**src/rtl/dreq_pkg.sv**
```systemverilog
package dreq_pkg;
  localparam int REG_W    = 3;
  localparam int BIT_EN   = 0;
  localparam int BIT_FLAG = 1;
  localparam int BIT_IEN  = 2;

  typedef enum logic [1:0] {
    ST_IDLE  = 2'd0,
    ST_ARM   = 2'd1,
    ST_PEND  = 2'd2,
    ST_BLOCK = 2'd3
  } act_st_t;

  // next state of the activation handshake
  function automatic act_st_t act_next(act_st_t cur, logic en, logic pin_lo, logic ok);
    act_st_t nx;
    nx = cur;
    if (!en) nx = ST_IDLE;
    else begin
      case (cur)
        ST_IDLE:  nx = ST_ARM;
        ST_ARM:   if (pin_lo) nx = ST_PEND;
        ST_PEND:  if (ok) nx = ST_BLOCK;
        ST_BLOCK: if (!pin_lo) nx = ST_ARM;
        default:  nx = ST_IDLE;
      endcase
    end
    return nx;
  endfunction

  function automatic logic start_of(act_st_t cur, logic en, logic ok);
    return en && ok && (cur == ST_PEND);
  endfunction

  function automatic logic irq_of(logic flag, logic ien);
    return flag & ien;
  endfunction
endpackage

```
**src/rtl/dreq_sync.sv**
```systemverilog
module dreq_sync #(
  parameter int STAGES = 2
) (
  input  logic clk,
  input  logic rst_n,
  input  logic pin_n,
  output logic pin_s
);
  logic [STAGES-1:0] sh;

  always_ff @(posedge clk or negedge rst_n) begin
    if (!rst_n) sh <= '1;
    else        sh <= {sh[STAGES-2:0], pin_n};
  end

  assign pin_s = sh[STAGES-1];
endmodule

```
**src/rtl/dreq_fsm.sv**
```systemverilog
module dreq_fsm
  import dreq_pkg::*;
(
  input  logic    clk,
  input  logic    rst_n,
  input  logic    en,
  input  logic    pin_s,
  input  logic    xfer_ok,
  output act_st_t state,
  output logic    start
);
  always_ff @(posedge clk or negedge rst_n) begin
    if (!rst_n) state <= ST_IDLE;
    else        state <= act_next(state, en, !pin_s, xfer_ok);
  end

  assign start = start_of(state, en, xfer_ok);
endmodule

```
**src/rtl/dreq_modereg.sv**
```systemverilog
module dreq_modereg
  import dreq_pkg::*;
(
  input  logic             clk,
  input  logic             rst_n,
  input  logic             wr_en,
  input  logic [REG_W-1:0] wr_data,
  input  logic             xfer_done,
  output logic             en,
  output logic             flag,
  output logic             ien
);
  always_ff @(posedge clk or negedge rst_n) begin
    if (!rst_n) begin
      en  <= 1'b0;
      ien <= 1'b0;
    end else if (wr_en) begin
      if (en) begin
        if (!wr_data[BIT_EN]) en <= 1'b0;
      end else begin
        en  <= wr_data[BIT_EN];
        ien <= wr_data[BIT_IEN];
      end
    end
  end

  always_ff @(posedge clk or negedge rst_n) begin
    if (!rst_n)                                    flag <= 1'b0;
    else if (xfer_done)                            flag <= 1'b1;
    else if (wr_en && !en && !wr_data[BIT_FLAG])   flag <= 1'b0;
  end
endmodule

```
**src/rtl/dma_req_frontend.sv**
```systemverilog
module dma_req_frontend
  import dreq_pkg::*;
#(
  parameter int SYNC_STAGES = 2
) (
  input  logic             clk,
  input  logic             rst_n,
  input  logic             req_n,
  input  logic             xfer_ok,
  input  logic             xfer_done,
  input  logic             wr_en,
  input  logic [REG_W-1:0] wr_data,
  output logic [REG_W-1:0] rd_data,
  output logic             start_req,
  output logic             irq
);
  logic    pin_s;
  logic    chan_en;
  logic    flag;
  logic    ien;
  act_st_t act_state;

  dreq_sync #(.STAGES(SYNC_STAGES)) u_sync (
    .clk(clk), .rst_n(rst_n), .pin_n(req_n), .pin_s(pin_s)
  );

  dreq_modereg u_reg (
    .clk(clk), .rst_n(rst_n), .wr_en(wr_en), .wr_data(wr_data),
    .xfer_done(xfer_done), .en(chan_en), .flag(flag), .ien(ien)
  );

  dreq_fsm u_fsm (
    .clk(clk), .rst_n(rst_n), .en(chan_en), .pin_s(pin_s),
    .xfer_ok(xfer_ok), .state(act_state), .start(start_req)
  );

  always_comb begin
    rd_data           = '0;
    rd_data[BIT_EN]   = chan_en;
    rd_data[BIT_FLAG] = flag;
    rd_data[BIT_IEN]  = ien;
  end

  assign irq = irq_of(flag, ien);
endmodule

```
**config.mk**
```make
export PLATFORM = sky130hd
export DESIGN_NAME = dma_req_frontend
export DESIGN_NICKNAME = d
export VERILOG_FILES = /design/src/rtl/dreq_pkg.sv /design/src/rtl/dreq_sync.sv /design/src/rtl/dreq_fsm.sv /design/src/rtl/dreq_modereg.sv /design/src/rtl/dma_req_frontend.sv
export SDC_FILE = /design/constraint.sdc
export NUM_CORES = 1
export LEC_CHECK = 0
export BUFFER_PORTS_ARGS = -buffer_cell sky130_fd_sc_hd__buf_4
export CORE_AREA = 2 2 39 41
export DETAILED_ROUTE_END_ITERATION = 10
export DIE_AREA = 0 0 41 43
export GPL_TIMING_DRIVEN = 0
export PLACE_DENSITY_LB_ADDON = 0.05
export SLEW_MARGIN = 40
export SYNTH_ARGS = -nofsm -noshare
export SYNTH_HDL_FRONTEND = slang
export SYNTH_SLANG_ARGS = --single-unit
```
**constraint.sdc**
```tcl
create_clock -name clk -period 3.9 [get_ports clk]
set_clock_uncertainty 0.15 [all_clocks]
set_input_delay 0.585 -clock clk [delete_from_list [all_inputs] [get_ports clk]]
set_output_delay 0.585 -clock clk [all_outputs]
set_load 0.02 [all_outputs]
```
==> results.json, run 1 <==
{
  "coreArea_sq_um": 1380,
  "max_freq_mhz": 496,
  "mappedNetlistArea_sq_um": 385,
  "grt_usage_pct": 10.7,
  "initial_core_util_pct": 27.8,
  "wl_per_cell_um": 10.5,
  "tns_ns": 0,
  "r2r_start": "u_fsm.state[0]$_DFFE_PN0P_",
  "antennaDiodeCount": 0,
  "outcome": "finished clean",
  "syn_avg_cell_area_sq_um": 12.0,
  "root_buffer": "clkbuf_4",
  "cp_slowest_cell": "dfrtp_1",
  "wl_met2_um": 383,
  "vias": 278,
  "synth.area.top_cells": "dfrtp_1, dfstp_2, ha_1, mux2i_1, buf_4",
  "highest_layer": "met4",
  "path_max_fanout": 5,
  "final_nets": 64,
  "grt_max_degree": 9,
  "synthesis.nets": 45,
  "ys_seq_area_share_pct": 46.1,
  "hold_path_class": "reg -> reg",
  "die_h_um": 43,
  "power_density_nw_per_um2": 487,
  "synth_top_area_share_pct": 32.5,
  "antenna_found_initial": 0,
  "hold_start": "u_sync.sh[0]$_DFF_PN1_",
  "endpoint_kind": "output port",
  "drc": 0,
  "fp-row-count": 14,
  "cts_num_sinks": 7,
  "placed_cell_area_sq_um": 503,
  "routed_wl_um": 693,
  "dr.pass1.iters": 2,
  "wl_met1_um": 268,
  "cts_made_buffers": 3,
  "hold_violations": 0,
  "drive_above_1_share_pct": 52.0,
  "start_kind": "flop",
  "period_needed_ns": 2.01,
  "insertion_delay_ns": 0.25,
  "drv_slew": 0,
  "crit_required_ns": 3.16,
  "finalSetupViolations": 0,
  "crit_type": "reg -> out",
  "synth_cell_types": 16,
  "worstPathArrival_ns": 1.28,
  "wl_met3_um": 35,
  "netlist_instances": 32,
  "fin_area_sq_um": 539,
  "ios": 14,
  "gp_congestion": 0.584,
  "path_cells": "inv_1, ha_1, and3_2, buf_4",
  "clock_path_buffers": 2,
  "crit_path_start": "u_fsm.state[0]$_DFFE_PN0P_",
  "p_leak_uw": 0.000267,
  "clkTransAtPathRegs_ns": 0.05,
  "die_area_sq_um": 1760,
  "rsz0062_at_grt": "no",
  "ant_nets": 0,
  "grt_overflow": 0,
  "yosysTopAreaCell": "dfrtp_1",
  "cap_viol_max_count": 0,
  "ys_warn_count": 0,
  "slowest_delay_ns": 0.42,
  "ys_seq_elements": 7,
  "die_w_um": 41,
  "portBuffers": 13,
  "fin_crit_sh_pct": 51.7,
  "cts_tree": "done",
  "worstMarginPinSlew_ns": 0.249,
  "slew_headroom_pct": 83.4,
  "viasPerCell": 4.21,
  "grt_pass1_wl_um": 1220,
  "hpwl_um": 544,
  "initialDrtViolationCount": 1,
  "fill_cells": 145,
  "htree_levels": 1,
  "syn_to_final_growth_pct": 39.9,
  "ir_drop_uv": 186,
  "grt_pass1_vias": 290
}
-- synthesized netlist by cell type --
master	count
inv_1	3
mux2_2	1
o21ai_2	1
or2b_1	2
a21o_1	1
and3_2	1
dfrtp_1	5
and2_1	1
mux2i_1	3
dfstp_2	2
ha_1	4
nor2b_2	1
nand2b_1	1
nand2_1	2
mux2_4	1
buf_4	3
-- worst paths after layout --
| check | to | slack (ns) | cells after the start |
|---|---|---|---|
| worst min-delay path | u_sync.sh[1]$_DFF_PN1_ | 0.20 | 0 |
| worst min register to register | u_sync.sh[1]$_DFF_PN1_ | 0.20 | 0 |
| min in group asynchronous | u_fsm.state[0]$_DFFE_PN0P_ | 0.54 | 2 |
| worst max-delay path | start_req | 1.89 | 4 |
| max in group asynchronous | u_sync.sh[0]$_DFF_PN1_ | 2.86 | 2 |
| worst max register to register | u_fsm.state[0]$_DFFE_PN0P_ | 2.58 | 5 |
-- worst max-delay path: cells and delay by family (launching register included) --
kind | cells | cell delay, ns
buf+inv | 2 | 0.21
flops | 1 | 0.42
fa+ha+maj | 1 | 0.20
simple gates | 1 | 0.20
-- layout make-up --
cell class	instances	area, sq um	share of cell area, %
tap	16	20.0	3.71
multi-input combinational	19	174	32.3
inverter	3	11.3	2.09
timing repair buffer	14	108	20.0
sequential	7	178	32.9
clock buffer	4	26.3	4.87
buffer	3	22.5	4.18
-- cell families after synthesis --
kind of cell | after synthesis | synth area share [%]
simple gates | 8 | 13.3
mux | 5 | 14.6
fa+ha+maj | 4 | 13.0
compound gates | 2 | 4.22
buf+inv | 6 | 8.77
flops | 7 | 46.1
-- report_power, final --
part           switching [uW]  internal (uW)  leakage (uW)
Clock                    26.2           39.0     0.0000150
Combinational            43.1           50.1      0.000172
Sequential               16.3           88.0     0.0000798
Total                    85.6            177      0.000267
-- per-stage QoR --
step | util, % | std cells | hold slack, ns | worst slack, ns | power [uW]
floorplan | - | 32 | 0.139 | 2.29 | 168
global placement | 36.3 | 61 | 0.199 | 2.14 | 195
detailed placement | 36.3 | 61 | 0.198 | 2.13 | 201
CTS | 39.0 | 66 | 0.206 | 1.88 | 269
global route | 39.0 | 66 | 0.209 | 1.81 | 289
finish | 39.0 | 66 | 0.205 | 1.89 | 263
-- registers in the layout, summed over array words and instances (netlist names) --
register and cells:
u_reg.flag 1, u_sync.sh 2, u_fsm.state 2, u_reg.ien 1, u_reg.en 1
-- layer usage --
metal,track usage (%),vias to the layer above
li1,-,137
met1,12.5,132
met2,15.6,7
met3,3.14,2
met4,8.00,0
met5,0,-
-- what timing repair did --
action | 4_1_cts | 5_1_grt
hold buffers | 1 | 0
gates resized for setup | 0 | 0
setup buffers | 0 | 0
endpoints found under the hold margin | 5 | 0
-- placed cells by master, fill, tap and decap left out --
master | netlist | layout
a21o_1 | 1 | 1
and2_1 | 1 | 1
and3_2 | 1 | 1
buf_4 | 3 | 16
clkbuf_1 | 0 | 1
clkbuf_4 | 0 | 3
dfrtp_1 | 5 | 5
dfstp_2 | 2 | 2
dlygate4sd3_1 | 0 | 1
ha_1 | 4 | 4
inv_1 | 3 | 3
mux2_2 | 1 | 1
mux2_4 | 1 | 1
mux2i_1 | 3 | 3
nand2_1 | 2 | 2
nand2b_1 | 1 | 1
nor2b_2 | 1 | 1
o21ai_2 | 1 | 1
or2b_1 | 2 | 2
Note: power is estimated with default switching activity, not from simulation.
==> inputs of run 2 (changes only) <==
clock period = 1.6 ns   (was 3.9 ns; I/O delays follow)
==> run 2 against run 1 <==
  * Core utilization increased by 2.4 points
  * Highest routed layer unchanged
  * Sequential power increased by 130%
  * Non-clock buffer count increased by 3
  * Final area increased by 6.0%
  * Routed wire length increased by 7.1%
  * Combinational power increased to 3.1 times the previous value
  * Clock power increased by 140%
  * Die area unchanged
  * Clock-buffer cell count unchanged
  * Critical path depth unchanged
  * Largest power group is now combinational logic
==> results.json, run 2 (synthesis results as in run 1) <==
{
  "fin_crit_sh_pct": 96.5,
  "root_buffer": "clkbuf_4",
  "power_frac_seq_pct": 34.9,
  "reg_top3": "u_fsm.state x2, u_sync.sh x2",
  "numPlacedInstances": 61,
  "drc": 0,
  "outcome": "finished clean",
  "grt_pass1_wl_um": 1270,
  "die_h_um": 43,
  "initial_core_util_pct": 27.8,
  "dr.pass1.iters": 2,
  "antennaDiodeCount": 0,
  "hpwl_um": 544,
  "tns_ns": 0,
  "finish.utilization_pct": 41.3,
  "fin_ws_ns": 0.0554,
  "final_nets": 67,
  "internal-power_uw": 465,
  "wl_per_cell_um": 10.8,
  "path_max_fanout": 2,
  "viasPerCell": 4.17,
  "path_cells": "inv_1, ha_1, and3_4, buf_6",
  "placed_cell_area_sq_um": 503,
  "ir_drop_uv": 443,
  "clock_path_buffers": 2,
  "finalSetupViolations": 0,
  "fin_area_sq_um": 572,
  "cp_slowest_cell": "dfrtp_1",
  "worstPathArrival_ns": 1.15,
  "start_kind": "flop",
  "rsz0062_at_grt": "no",
  "antenna_found_initial": 0,
  "clockPowerShare_pct": 23.1,
  "switching_share_pct": 32.0,
  "clkTransAtPathRegs_ns": 0.05,
  "grt_usage_pct": 11.1,
  "gp_congestion": 0.584,
  "dpl_worst_slack_ns": 0.196,
  "drv_slew": 0,
  "fp-row-count": 14,
  "grt_max_degree": 9,
  "portBuffers": 13,
  "power_density_nw_per_um2": 1200,
  "crit_type": "reg -> out",
  "coreArea_sq_um": 1380,
  "hold_start": "xfer_done",
  "grt_pass1_vias": 301,
  "vias": 288,
  "drive_above_1_share_pct": 52.8,
  "cts_num_sinks": 7,
  "final_common_cell": "buf_4",
  "worstMarginPinSlew_ns": 0.251,
  "grt_overflow": 0,
  "die_w_um": 41,
  "final_cells": 69,
  "cts_tree": "done",
  "hold_violations": 0,
  "crit_path_start": "u_fsm.state[0]$_DFFE_PN0P_",
  "critPathBufInv": 2,
  "critical_path.top_delay_family": "flip-flops",
  "slowest_delay_ns": 0.35,
  "p_sw_uw": 219,
  "mostFrequentLayoutCells": "buf_4, dfrtp_1, ha_1",
  "hold_path_class": "in -> reg",
  "insertion_delay_ns": 0.25,
  "endpoint_kind": "output port",
  "cts_made_buffers": 3,
  "slew_headroom_pct": 83.2,
  "cap_viol_max_count": 0,
  "initialDrtViolationCount": 1,
  "p_leak_uw": 0.000281,
  "max_freq_mhz": 647,
  "die_area_sq_um": 1760,
  "r2r_start": "u_fsm.state[0]$_DFFE_PN0P_",
  "routed_wl_um": 742,
  "period_needed_ns": 1.54,
  "ios": 14,
  "htree_levels": 1,
  "syn_to_final_growth_pct": 48.4,
  "ant_nets": 0,
  "crit_required_ns": 1.21,
  "p_comb_share_pct": 42.0
}
-- run 2: final cells by class --
class                      instances  area (sq um)
buffer                             3          22.5
clock buffer                       4          26.3
fill                             142           812
inverter                           3          11.3
multi-input combinational         19           178
sequential                         7           178
tap                               16          20.0
timing repair buffer              17           136
-- run 2: routing by layer --
metal,GRT usage (%),part of all wire [%],vias to the layer above
li1,-,-,146
met1,12.9,39,133
met2,16.6,56,7
met3,3.14,4.7,2
met4,8.00,0.67,0
met5,0,0,-
-- run 2: repair_timing --
item,in CTS,in global routing
resized for setup,0,2
hold buffers,2,0
endpoints found under the hold margin,8,0
buffers inserted,2,0
setup endpoints to repair,1,1
-- run 2: power by group through the flow --
stage / clock [uW] / sequential (uW) / combinational (uW)
2_1_floorplan: 0 / 247 / 163
3_3_place_gp: 0 / 255 / 220
3_5_place_dp: 0 / 258 / 231
4_1_cts: 167 / 238 / 287
5_1_grt: 178 / 242 / 330
6_report: 158 / 239 / 288
-- run 2: worst paths after layout --
| path | endpoint | slack, ns | cells past startpoint |
|---|---|---|---|
| max reg2reg | u_fsm.state[0]$_DFFE_PN0P_ | 0.21 | 5 |
| max | start_req | 0.06 | 4 |
| min in group asynchronous | u_reg.ien$_DFFE_PN0P_ | 0.19 | 2 |
| max in group asynchronous | u_sync.sh[0]$_DFF_PN1_ | 0.90 | 2 |
| min | u_reg.flag$_DFFE_PN0P_ | 0.02 | 2 |
| min reg2reg | u_sync.sh[1]$_DFF_PN1_ | 0.20 | 0 |
-- run 2: metrics by stage --
stage,hold WS (ns),power [uW]
floorplan,-0.206,410
global placement,-0.0924,474
detailed placement,-0.0891,489
CTS,0.0164,693
global route,0.0226,750
finish,0.0224,685
==> inputs of run 3 (changes only) <==
BUFFER_PORTS_ARGS = -buffer_cell sky130_fd_sc_hd__buf_2   (was -buffer_cell sky130_fd_sc_hd__buf_4)
CTS_BUF_LIST = sky130_fd_sc_hd__clkbuf_4 sky130_fd_sc_hd__clkbuf_8   (was default)
==> run 3 against run 2 <==
  * Flip-flop and latch count is the same
  * Cell count grew 2.9%
  * Clock-buffer cell count is the same
  * Power grew 5.2%
  * Clock power grew 12%
  * Die area is the same
  * Critical path type unchanged
  * Largest power group unchanged
==> results.json, run 3 (synthesis results as in run 1) <==
{
  "cap_viol_max_count": 0,
  "hold_path_class": "in -> reg",
  "die_area_sq_um": 1760,
  "max_freq_mhz": 629,
  "fill_cells": 148,
  "final_nets": 69,
  "hold_path_depth": 2,
  "start_kind": "flop",
  "reg2reg_depth": 5,
  "crit_type": "reg -> out",
  "rsz0062_at_grt": "yes",
  "cts_num_sinks": 7,
  "dr.pass1.iters": 1,
  "vias": 290,
  "initial_core_util_pct": 27.8,
  "initialDrtViolationCount": 0,
  "routed_wl_um": 724,
  "grt_usage_pct": 9.73,
  "power_density_nw_per_um2": 1270,
  "grt_pass1_vias": 260,
  "ant_nets": 0,
  "htree_levels": 1,
  "slowest_delay_ns": 0.39,
  "syn_to_final_growth_pct": 46.8,
  "outcome": "finished clean",
  "hpwl_um": 492,
  "antenna_found_initial": 0,
  "total_power_uw": 720,
  "insertion_delay_ns": 0.25,
  "grt_max_degree": 9,
  "fp-row-count": 14,
  "viasPerCell": 4.08,
  "drv_slew": 0,
  "coreArea_sq_um": 1380,
  "path_cells": "inv_1, ha_2, and3_4, buf_6",
  "cts_made_buffers": 3,
  "rrSetupSlack_ns": 0.22,
  "finalSetupViolations": 0,
  "cp_slowest_cell": "dfrtp_1",
  "hold_violations": 0,
  "final_common_cell": "buf_2",
  "portBuffers": 13,
  "endpoint_kind": "output port",
  "reg_top3": "u_fsm.state x2, u_sync.sh x2",
  "path_max_fanout": 2,
  "gp_congestion": 0.587,
  "antennaDiodeCount": 0,
  "finish.utilization_pct": 40.9,
  "clkTransAtPathRegs_ns": 0.05,
  "cts_tree": "done",
  "p_leak_uw": 0.000281,
  "die_w_um": 41,
  "root_buffer": "clkbuf_4",
  "clock_path_buffers": 2,
  "crit_required_ns": 1.21,
  "wl_per_cell_um": 10.2,
  "worstPathArrival_ns": 1.20,
  "ios": 14,
  "mostFrequentLayoutCells": "buf_2, buf_4, dfrtp_1, clkbuf_4",
  "ir_drop_uv": 492,
  "drc": 0,
  "grt_pass1_wl_um": 1040,
  "slew_headroom_pct": 85.2,
  "period_needed_ns": 1.59,
  "grt_overflow": 0,
  "worstMarginPinSlew_ns": 0.223,
  "drive_above_1_share_pct": 56.4,
  "fin_crit_sh_pct": 99.3,
  "numPlacedInstances": 61,
  "final_cells": 71,
  "die_h_um": 43
}
-- run 3: routing by layer --
metal	track usage, %	share of wire (%)	vias to the layer above
li1	-	-	147
met3	7.85	4.8	0
met1	10.3	34	136
met4	4.00	0	0
met2	13.8	61	7
met5	0	0	-
-- run 3: what timing repair did --
action                                  CTS  global route
pin swaps                                 0             1
cloned                                    0             0
endpoints found under the hold margin     8             1
resized for setup                         2             2
endpoints found under the setup margin    1             1
buffers inserted                          1             2
hold buffers                              2             1
-- run 3: final timing paths --
path                                       startpoint                    endpoint
min in group asynchronous                       rst_n  u_fsm.state[0]$_DFFE_PN0P_
hold reg to reg                u_sync.sh[0]$_DFF_PN1_      u_sync.sh[1]$_DFF_PN1_
setup / recovery           u_fsm.state[0]$_DFFE_PN0P_                   start_req
setup reg to reg           u_fsm.state[0]$_DFFE_PN0P_  u_fsm.state[0]$_DFFE_PN0P_
hold / removal                             wr_data[0]        u_reg.en$_DFFE_PN0P_
max in group asynchronous                       rst_n      u_sync.sh[1]$_DFF_PN1_
-- run 3: where the power goes --
part           internal (uW)  switching [uW]  total, uW
logic                    163             132        295
clock network            112            65.2        177
registers                215            33.5        248
total                    490             230        720
-- run 3: area by class of cell --
type	count	area (sq um)	area share (%)
flip-flops and latches	7	178	31.4
repair buffers	19	124	21.9
inverters	3	11.3	1.99
plain buffers	3	22.5	3.98
multi-input cells	19	180	31.9
clock buffers	4	30.0	5.31
well taps	16	20.0	3.54
-- run 3: through the flow --
| step | cell area [sq um] | TNS [ns] | hold WS, ns | setup WS, ns |
|---|---|---|---|---|
| 2_1_floorplan | 385 | 0 | -0.206 | 0.336 |
| 3_3_place_gp | 470 | 0 | -0.0685 | 0.211 |
| 3_5_place_dp | 470 | 0 | -0.0659 | 0.187 |
| 4_1_cts | 534 | 0 | 0.00846 | 0.000262 |
| 5_1_grt | 566 | -0.0413 | 0.0560 | -0.0413 |
| 6_report | 566 | 0 | 0.0780 | 0.0110 |
-- run 3: critical path: cells and delay by family (launching register included) --
kind	cells	cell delay (ns)
AND/OR/NAND/NOR	1	0.18
flip-flops	1	0.39
buffers and inverters	2	0.19
adder cells (fa/ha/maj)	1	0.19
